===== src/rtl/dcc_pkg.sv =====
package dcc_pkg;
  typedef enum logic [2:0] {
    ST_IDLE, ST_WAIT, ST_RUN, ST_PAUSE, ST_HALT
  } chan_state_e;

  // mode word fields
  localparam int M_START  = 0;
  localparam int M_ABORT  = 1;
  localparam int M_XSTART = 2;
  localparam int M_XPAUSE = 3;
  localparam int M_IE_ERR = 4;
  localparam int M_IE_SEG = 5;
  localparam int M_IE_LNK = 6;
  localparam int M_IE_EOT = 7;
  localparam int M_RC_LO  = 24;
  localparam int RC_W     = 4;

  // status word fields
  localparam int S_SEG  = 0;
  localparam int S_LNK  = 1;
  localparam int S_EOT  = 2;
  localparam int S_PERR = 3;
  localparam int S_TERR = 4;
  localparam int S_HALT = 5;
  localparam int S_BUSY = 6;
  localparam int EV_W   = 5;
endpackage


===== src/rtl/dcc_sync.sv =====
module dcc_sync #(
  parameter int STAGES = 2
) (
  input  logic clk,
  input  logic rst_n,
  input  logic din,
  output logic dout
);
  logic [STAGES-1:0] chain_q;

  always_ff @(posedge clk or negedge rst_n) begin
    if (!rst_n) chain_q <= '0;
    else        chain_q <= {chain_q[STAGES-2:0], din};
  end

  assign dout = chain_q[STAGES-1];
endmodule


===== src/rtl/dcc_pace.sv =====
module dcc_pace #(
  parameter int MAX_LOG2 = 10,
  parameter int LOG_W    = 4
) (
  input  logic             clk,
  input  logic             rst_n,
  input  logic             clear,
  input  logic             enable,
  input  logic             byte_ev,
  input  logic [LOG_W-1:0] log2_cnt,
  output logic             hit
);
  localparam int CW = MAX_LOG2;

  logic [LOG_W-1:0] eff;
  logic [CW:0]      span;
  logic [CW-1:0]    lim, cnt_q;
  logic             active;

  always_comb begin
    eff    = (log2_cnt > LOG_W'(MAX_LOG2)) ? LOG_W'(MAX_LOG2) : log2_cnt;
    span   = (CW+1)'(1) << eff;
    lim    = span[CW-1:0] - 1'b1;
    active = enable && (log2_cnt != '0);
    hit    = byte_ev && active && (cnt_q == lim);
  end

  always_ff @(posedge clk or negedge rst_n) begin
    if (!rst_n)                 cnt_q <= '0;
    else if (clear)             cnt_q <= '0;
    else if (byte_ev && active) cnt_q <= hit ? '0 : cnt_q + 1'b1;
  end

  // count never runs past the programmed limit
  p_cnt_bound_r7: assert property (@(posedge clk) disable iff (!rst_n)
    (byte_ev && active && !clear && cnt_q == lim) |=> (cnt_q == '0));
endmodule


===== src/rtl/dcc_status.sv =====
module dcc_status
  import dcc_pkg::*;
(
  input  logic            clk,
  input  logic            rst_n,
  input  logic [EV_W-1:0] ev,
  input  logic            wr,
  input  logic [EV_W-1:0] wdata,
  input  logic            ie_err,
  input  logic            ie_seg,
  input  logic            ie_lnk,
  input  logic            ie_eot,
  output logic [EV_W-1:0] stat,
  output logic            irq
);
  logic [EV_W-1:0] clr;

  assign clr = wr ? wdata : '0;

  always_ff @(posedge clk or negedge rst_n) begin
    if (!rst_n) stat <= '0;
    else        stat <= (stat & ~clr) | ev;
  end

  assign irq = (ie_err && (stat[S_TERR] || stat[S_PERR]))
             || (ie_seg && stat[S_SEG])
             || (ie_lnk && stat[S_LNK])
             || (ie_eot && stat[S_EOT]);

  p_w1c_seg_r10: assert property (@(posedge clk) disable iff (!rst_n)
    (wr && wdata[S_SEG] && !ev[S_SEG]) |=> !stat[S_SEG]);
  p_set_wins_r10: assert property (@(posedge clk) disable iff (!rst_n)
    ev[S_EOT] |=> stat[S_EOT]);
  p_err_irq_r11: assert property (@(posedge clk) disable iff (!rst_n)
    (stat[S_TERR] && ie_err) |-> irq);
  p_quiet_irq_r11: assert property (@(posedge clk) disable iff (!rst_n)
    (stat == '0) |-> !irq);
endmodule


===== src/rtl/dma_chan_ctrl.sv =====
module dma_chan_ctrl
  import dcc_pkg::*;
#(
  parameter int MAX_LOG2    = 10,
  parameter int SYNC_STAGES = 2
) (
  input  logic        clk,
  input  logic        rst_n,
  input  logic        reg_wr,
  input  logic        reg_addr,
  input  logic [31:0] reg_wdata,
  output logic [31:0] reg_rdata,
  input  logic        ext_start,
  input  logic        dreq,
  input  logic        ev_byte,
  input  logic        ev_seg,
  input  logic        ev_link,
  input  logic        ev_chain,
  input  logic        ev_perr,
  input  logic        ev_terr,
  output logic        xfer_go,
  output logic        xfer_pause,
  output logic        xfer_abort,
  output logic        irq
);
  chan_state_e     state_q, state_d;
  logic [31:0]     mode_q;
  logic            ext_s, dreq_s, dreq_d, dreq_rise;
  logic            wr_mode, wr_stat, busy, halted;
  logic            start_cmd, abort_cmd, zero_cmd, pace_hit, abort_q;
  logic [EV_W-1:0] ev_vec, stat;

  dcc_sync #(.STAGES(SYNC_STAGES)) u_sync_start (
    .clk(clk), .rst_n(rst_n), .din(ext_start), .dout(ext_s));
  dcc_sync #(.STAGES(SYNC_STAGES)) u_sync_req (
    .clk(clk), .rst_n(rst_n), .din(dreq), .dout(dreq_s));

  always_ff @(posedge clk or negedge rst_n) begin
    if (!rst_n) dreq_d <= 1'b0;
    else        dreq_d <= dreq_s;
  end
  assign dreq_rise = dreq_s && !dreq_d;

  assign wr_mode   = reg_wr && !reg_addr;
  assign wr_stat   = reg_wr && reg_addr;
  assign busy      = (state_q == ST_WAIT) || (state_q == ST_RUN) || (state_q == ST_PAUSE);
  assign halted    = (state_q == ST_HALT);
  assign zero_cmd  = wr_mode && (reg_wdata == '0);
  assign abort_cmd = wr_mode && reg_wdata[M_ABORT] && busy;
  assign start_cmd = wr_mode && reg_wdata[M_START] && !reg_wdata[M_ABORT] && !busy;

  dcc_pace #(.MAX_LOG2(MAX_LOG2), .LOG_W(RC_W)) u_pace (
    .clk      (clk),
    .rst_n    (rst_n),
    .clear    (start_cmd || zero_cmd),
    .enable   (mode_q[M_XPAUSE]),
    .byte_ev  (ev_byte && (state_q == ST_RUN)),
    .log2_cnt (mode_q[M_RC_LO +: RC_W]),
    .hit      (pace_hit)
  );

  always_comb begin
    state_d = state_q;
    if (zero_cmd)                    state_d = ST_IDLE;
    else if (abort_cmd)              state_d = ST_HALT;
    else if (start_cmd)              state_d = reg_wdata[M_XSTART] ? ST_WAIT : ST_RUN;
    else if (busy && ev_terr)        state_d = ST_HALT;
    else if (busy && ev_chain)       state_d = ST_IDLE;
    else begin
      case (state_q)
        ST_WAIT:  if (ext_s)     state_d = ST_RUN;
        ST_RUN:   if (pace_hit)  state_d = ST_PAUSE;
        ST_PAUSE: if (dreq_rise) state_d = ST_RUN;
        default:  state_d = state_q;
      endcase
    end
  end

  always_ff @(posedge clk or negedge rst_n) begin
    if (!rst_n) begin
      state_q <= ST_IDLE;
      mode_q  <= '0;
      abort_q <= 1'b0;
    end else begin
      state_q <= state_d;
      abort_q <= abort_cmd;
      if (wr_mode) mode_q <= reg_wdata;
    end
  end

  always_comb begin
    ev_vec         = '0;
    ev_vec[S_SEG]  = ev_seg;
    ev_vec[S_LNK]  = ev_link;
    ev_vec[S_EOT]  = ev_chain;
    ev_vec[S_PERR] = ev_perr;
    ev_vec[S_TERR] = ev_terr;
  end

  dcc_status u_status (
    .clk    (clk),
    .rst_n  (rst_n),
    .ev     (ev_vec),
    .wr     (wr_stat),
    .wdata  (reg_wdata[EV_W-1:0]),
    .ie_err (mode_q[M_IE_ERR]),
    .ie_seg (mode_q[M_IE_SEG]),
    .ie_lnk (mode_q[M_IE_LNK]),
    .ie_eot (mode_q[M_IE_EOT]),
    .stat   (stat),
    .irq    (irq)
  );

  assign xfer_go    = (state_q == ST_RUN);
  assign xfer_pause = (state_q == ST_PAUSE);
  assign xfer_abort = abort_q;
  assign reg_rdata  = reg_addr ? {25'd0, busy, halted, stat} : mode_q;

  p_zero_idle_r1: assert property (@(posedge clk) disable iff (!rst_n)
    zero_cmd |=> (!xfer_go && !xfer_pause && !busy && !halted));
  p_start_run_r2: assert property (@(posedge clk) disable iff (!rst_n)
    (start_cmd && !reg_wdata[M_XSTART]) |=> xfer_go);
  p_busy_keep_r4: assert property (@(posedge clk) disable iff (!rst_n)
    (wr_mode && busy && reg_wdata[M_START] && !reg_wdata[M_ABORT]
     && !ev_chain && !ev_terr) |=> busy);
  p_abort_halt_r5: assert property (@(posedge clk) disable iff (!rst_n)
    abort_cmd |=> (halted && !xfer_go && xfer_abort));
  p_abort_pulse_r5: assert property (@(posedge clk) disable iff (!rst_n)
    xfer_abort |=> !xfer_abort);
  p_pause_byte_r7: assert property (@(posedge clk) disable iff (!rst_n)
    $rose(xfer_pause) |-> $past(ev_byte));
  p_resume_edge_r8: assert property (@(posedge clk) disable iff (!rst_n)
    (xfer_pause && !dreq_rise && !wr_mode && !ev_chain && !ev_terr) |=> xfer_pause);
endmodule


===== config.mk =====
export PLATFORM = sky130hd
export DESIGN_NAME = dma_chan_ctrl
export DESIGN_NICKNAME = d
export VERILOG_FILES = /design/src/rtl/dcc_pkg.sv /design/src/rtl/dcc_sync.sv /design/src/rtl/dcc_pace.sv /design/src/rtl/dcc_status.sv /design/src/rtl/dma_chan_ctrl.sv
export SDC_FILE = /design/constraint.sdc
export NUM_CORES = 1
export LEC_CHECK = 0
export ABC_AREA = 1
export CELL_PAD_IN_SITES_DETAIL_PLACEMENT = 0
export CELL_PAD_IN_SITES_GLOBAL_PLACEMENT = 1
export CORE_ASPECT_RATIO = 1.4
export CORE_UTILIZATION = 32
export DETAILED_ROUTE_END_ITERATION = 10
export PLACE_DENSITY = 0.78
export RECOVER_POWER = 25
export SLEW_MARGIN = 20
export SYNTH_ARGS = -nofsm -noshare
export SYNTH_HDL_FRONTEND = slang
export SYNTH_SLANG_ARGS = --single-unit
export TNS_END_PERCENT = 1

===== constraint.sdc =====
create_clock -name clk -period 1.85 [get_ports clk]
set_input_delay 0.555 -clock clk [delete_from_list [all_inputs] [get_ports clk]]
set_output_delay 0.555 -clock clk [all_outputs]
set_load 0.005 [all_outputs]

=== Yosys cells after proc, flatten, opt, wreduce, memory -nomap -nowiden ===
Index checks and enable logic that the tools add are counted.

* Add/subtract/negate cells: 2
* Order comparisons: 1
* Multiplexer cells: 16
* Bitwise logic cells: 3
* Shifts and indexed selects: 1
* Equal/unequal tests: 8
* Reduce and logical (&&, ||, !) cells: 35

{| class="wikitable"
|+ Operators with widths
! kind !! count
|-
| $logic_not A32 Y1 || 1
|-
| $mux W32 || 1
|-
| $mux W10 || 3
|-
| $mux W3 || 8
|-
| $logic_and A1 B1 Y1 || 19
|-
| $ne A7 B1 Y1 const B || 2
|-
| $add A10 B1 Y10 const B || 1
|-
| $eq A10 B10 Y1 || 1
|-
| $shl A1 B4 Y10 const A || 1
|-
| $sub A10 B1 Y10 const B || 1
|-
| $pmux W3 S3 || 1
|-
| $reduce_bool A8 Y1 || 1
|-
| $logic_or A1 B1 Y1 || 7
|-
| $ne A7 B4 Y1 const B || 1
|-
| $eq A3 B2 Y1 const B || 2
|-
| $and A5 B5 Y5 || 1
|-
| $mux W5 || 1
|-
| $not A5 Y5 || 1
|-
| $or A5 B5 Y5 || 1
|-
| $gt A4 B4 Y1 const B || 1
|-
| $logic_not A1 Y1 || 4
|-
| $mux W4 || 1
|-
| $reduce_and A4 Y1 || 1
|-
| $reduce_bool A4 Y1 || 1
|-
| 4 further kinds || 4
|}

* Flip-flop bits (word level): 56
* Bits of input ports: 44
* Output and inout port bits: 36
* Logic and storage cells: 74

=== Depth between registers and ports, before layout ===
* Word-level depth: 13
* Depth in mapped cells: 17
* Gate-level depth less buffers: 16

=== Hierarchy ===
Synthesis repeated with hierarchy kept, for this count alone.

* Cell total of the unflattened synthesis: 450
* Area total of the unflattened synthesis: 3196.8 um2

{| class="wikitable"
|+ By module, submodules not included
! module !! times used !! sequential area each (um2) !! area an instance (um2) !! cells an instance
|-
| dma_chan_ctrl || 1 || 925.9 || 1918.1 || 268
|-
| dcc_pace || 1 || 250.2 || 965.9 || 155
|-
| dcc_status || 1 || 125.1 || 212.7 || 23
|-
| dcc_sync || 2 || 50.0 || 50.0 || 2
|}

=== Worst setup path after synthesis ===
Ideal clock, no wire load.

* Kind: flip-flop to flip-flop
* Start: register mode_q[27]
* End: register state_q[2]
* Clock period less this slack: 1916 ps
* Data arrival time: 1799 ps
* Cell stages (with the launch flop): 18
* Path slack: -66 ps
* Setup time: 117 ps
* Required time: 1733 ps
* Path buffers: 1
* Cells stage by stage: dfrtp_1 -> buf_6 -> nor2_4 -> nand3_1 -> ha_1 -> inv_1 -> nand2_1 -> nand2_1 -> nor2_1 -> nand2_1 -> nor2_1 -> nand2_1 -> nor2_4 -> nand3_4 -> nand2_4 -> nand2_2 -> nand2_1 -> nand2_1

* Longest elaborated chain between the ends: 8
* Elaborated cells on any way between the ends: 11
* Those cells by class: add/sub: 1; order compare: 1; eq/ne: 2; shift: 1; mux: 1; reduce/logical: 5

{| class="wikitable"
|+ Ends and longest elaborated chain
! what !! line !! RTL
|-
| start: declaration || dma_chan_ctrl.sv:27 || <nowiki>logic [31:0] mode_q;</nowiki>
|-
| start signal: assignment || dma_chan_ctrl.sv:87 || <nowiki>if (wr_mode) mode_q <= reg_wdata;</nowiki>
|-
| $gt A4 B4 Y1 || dcc_pace.sv:21 || <nowiki>eff = (log2_cnt > LOG_W'(MAX_LOG2)) ? LOG_W'(MAX_LOG2) : log2_cnt;</nowiki>
|-
| $mux W4 || dcc_pace.sv:21 ||
|-
| $shl A1 B4 Y10 || dcc_pace.sv:22 || <nowiki>span = (CW+1)'(1) << eff;</nowiki>
|-
| $sub A10 B1 Y10 || dcc_pace.sv:23 || <nowiki>lim = span[CW-1:0] - 1'b1;</nowiki>
|-
| $eq A10 B10 Y1 || dcc_pace.sv:25 || <nowiki>hit = byte_ev && active && (cnt_q == lim);</nowiki>
|-
| $logic_and A1 B1 Y1 (*) || dcc_pace.sv:25 ||
|-
| $ne A7 B1 Y1 (no line) (*) || - ||
|-
| $reduce_and A4 Y1 (no line) (*) || - ||
|-
| end signal: assignment || dma_chan_ctrl.sv:85 || <nowiki>state_q <= state_d;</nowiki>
|-
| end: declaration || dma_chan_ctrl.sv:26 || <nowiki>chan_state_e state_q, state_d;</nowiki>
|}

Mark *: on every way between the ends. The rest lies on a longest branch, timed or not.
A chain may end at the register's enable or synchronous reset.

=== Final worst setup path ===
* Start: register mode_q[27]
* End: register state_q[1]

The elaborated chain is that of the path after synthesis.

==> impl_metrics.toml <==
[pwr]
power.total_uw = 4080
swShare_pct = 33.4
seqPwrFrac_pct = 36.6
p_clk_share_pct = 23.9
pwr-share-comb_pct = 39.5
peakVddDrop_mv = 0.448
power.switching_uw = 1360
p_leak_uw = 0.00227
p_int_uw = 2720
power_density_nw_per_um2 = 870

[logic_synthesis]
ys_ff_latch = 56
synth_area_um2 = 3120
yosys_warnings = 0
synthCells = 415
yosysSeqAreaShare_pct = 44.9
avgSynthCellArea_um2 = 7.51
syn_nets = 461
synth_cell_types = 34

[critical_path]
path_delay_family = "simple AND/OR/NAND/NOR gates"
path_common_cell = "nand2_1"
path_class = "flip-flop to flip-flop"
path_cells = "nor2_4 -> nand2_2 -> ha_4 -> inv_2 -> nand2_2 -> nand2_2 -> nor2_2 -> nand2_1 -> nor2_1 -> nand2_1 -> nor2_4 -> nand3_4 -> nand2_4 -> nand2_4 -> nand2_1 -> nand2_1"
startpoint = "mode_q[27]"
worst-path-buf-inv = 1
start_kind = "flip-flop"
path_depth = 16
worstReg2RegEnd = "state_q[1]"
worstPathRequired_ns = 2.04
reg2reg_from = "mode_q[27]"
critPathMaxStageDelay_ns = 0.41
cp_slowest_cell = "dfrtp_1"
reg2reg_slack_ns = -0.22
cp-end-kind = "flip-flop"
worstPathMaxFanout = 3
reg2reg_depth = 16
worstPathArrival_ns = 2.25
critical_path.endpoint = "state_q[1]"

[floorplan]
std_cell_rows = 42
floorplan.die_area_um2 = 10100
die_x_um = 85.4
ios = 80
coreArea_um2 = 9460
die_h_um = 119
start_util_pct = 33.0

[final_layout]
nNetsFinal = 597
fill_cells = 956
diodes = 0
syn_to_final_growth_pct = 50.5
layout_commonest_cell = "nand2_1"
final_cell_mix = "nand2_1 (113), dfrtp_1 (54), buf_4 (54)"
multi_input_area_um2 = 1550
regArea_um2 = 1400
drive_gt1_share_pct = 23.7

[global_routing]
antenna_found_initial = 0
overflow = 0
grt.total_usage_pct = 17.7
grt_max_degree = 57
grt_pass1_wl_mm = 14.1
grt_pass1_vias = 3067

[hold_path]
hp-class = "input pin to asynchronous set/reset pin"

[detailed_routing]
drt_iter0_drc = 95
dr.pass1.iters = 7
viasPerCell = 4.61
drtAntennaViolNets = 0
routed_wl_mm = 8.40
vias = 3054
wl_per_cell_um = 12.7
drc = 0

[place]
place_ws_ns = -0.818
hpwlAfterDp_mm = 6.41
port_buffers = 79
globalplace.congestion = 0.843

[sta]
fmax_mhz = 484
slew_headroom_pct = 57.0
maxSlewViolCount = 0
setup_ws_ns = -0.217
min_period_ns = 2.07
finalSetupTns_ns = -2.15
rsz0062_at_grt = "yes"
tightest_slew_ns = 0.644
finalClockSkew_ns = 0.00358
finalSetupViolCount = 16
finalCritPeriodShare_pct = 112
final-hold-violation-count = 0

[clock_network]
cts_hold_buf = 0
cts_root_buf = "clkbuf_16"
cts_buffers = 5
clk_latency_ns = 0.29
htreeDepth = 2
cts_sinks = 56
cts_tree = "built"
clockBufferDepth = 2
clkTransAtPathRegs_ns = 0.07

[outcome]
status = "finished, violations left"
violations = "setup timing"

[flow_run]
cap_violations = 0
==> timing repair <==
action                                  in CTS  in global routing
setup buffers                               10                  1
cloned                                       0                  0
pin swaps                                    3                  7
endpoints found under the setup margin      53                 24
gates resized for setup                     78                 18
==> sequential cells by signal, summed over array words and instances, names as in the netlist <==
signal and count:
u_sync_req.chain_q 2, u_pace.cnt_q 10, mode_q 32, state_q 3
u_sync_start.chain_q 2, u_status.stat 5, xfer_abort 1, dreq_d 1
==> cell families after synthesis <==
| kind of cell | Yosys count | share of synthesized area, % |
|---|---|---|
| AO/OA/AOI/OAI | 58 | 10.8 |
| XOR/XNOR | 10 | 3.05 |
| adder cells (fa/ha/maj) | 2 | 0.802 |
| buffers and inverters | 68 | 8.55 |
| flip-flops | 56 | 44.9 |
| AND/OR/NAND/NOR | 221 | 31.9 |
==> metrics by stage <==
stage / util (%) / instance area [um2] / hold WS [ns] / instances
finish: 49.6 / 4690 / 0.253 / 662
floorplan: - / 3120 / 0.259 / 415
global route: 49.6 / 4690 / 0.306 / 662
global placement: 46.3 / 4380 / 0.334 / 643
CTS: 49.2 / 4650 / 0.143 / 661
detailed placement: 46.3 / 4380 / 0.337 / 643
==> layer usage <==
metal	GRT usage, %	part of all wire, %	vias up
li1	-	-	1565
met1	19.9	39	1422
met2	33.4	56	56
met3	2.37	2.9	11
met4	6.25	1.9	0
met5	0	0	-
==> cells in the mapped netlist <==
cell type	n	area share [%]
inv_1	54	6.5
xnor2_1	1	0.28
nand2_4	2	0.72
nand2_1	115	14
nand2_2	3	0.60
o41ai_1	1	0.28
buf_6	1	0.36
nand3b_1	1	0.24
nor2_4	6	2.2
or2_2	3	0.60
nand3_4	1	0.56
nand4_1	5	1.0
xor2_1	8	2.2
o21ai_2	9	2.5
nor4_1	2	0.40
nor3_1	3	0.48
inv_2	3	0.36
dfrtp_1	56	45
buf_2	3	0.48
clkbuf_1	2	0.24
a21o_1	1	0.24
nor2_1	55	6.6
nor3_2	1	0.32
o21ai_1	1	0.16
xor2_2	1	0.52
nand3_2	2	0.64
a21oi_2	1	0.28
ha_1	2	0.80
o211ai_1	1	0.24
buf_1	5	0.60
o21ai_0	41	6.6
nor2_2	3	0.60
a21oi_1	3	0.48
nand3_1	19	3.0
==> power groups by stage <==
stage	registers [uW]	logic, uW	clock network, uW
final	1490	1610	975
after global routing	1510	1780	1070
after CTS	1490	1550	1010
after detailed placement	1530	1310	0
after global placement	1530	1300	0
after floorplan	1500	665	0
==> final cells by class <==
| type | count | area share [%] |
|---|---|---|
| multi-input combinational | 291 | 33.0 |
| inverter | 57 | 4.56 |
| tap | 110 | 2.93 |
| clock buffer | 6 | 2.96 |
| sequential | 56 | 29.9 |
| timing repair buffer | 140 | 26.3 |
| clock inverter | 2 | 0.320 |
==> worst min path at each step <==
stage | end | slack, ns | from | cells after the start
finish | xfer_abort | 0.25 | rst_n | 1
detailed placement | u_sync_start.chain_q[1] | 0.34 | u_sync_start.chain_q[0] | 0
global placement | u_sync_start.chain_q[1] | 0.33 | u_sync_start.chain_q[0] | 0
floorplan | dreq_d | 0.26 | rst_n | 0
global route | xfer_abort | 0.31 | rst_n | 1
CTS | u_sync_start.chain_q[1] | 0.14 | rst_n | 1
(Power assumes the default switching activity.)
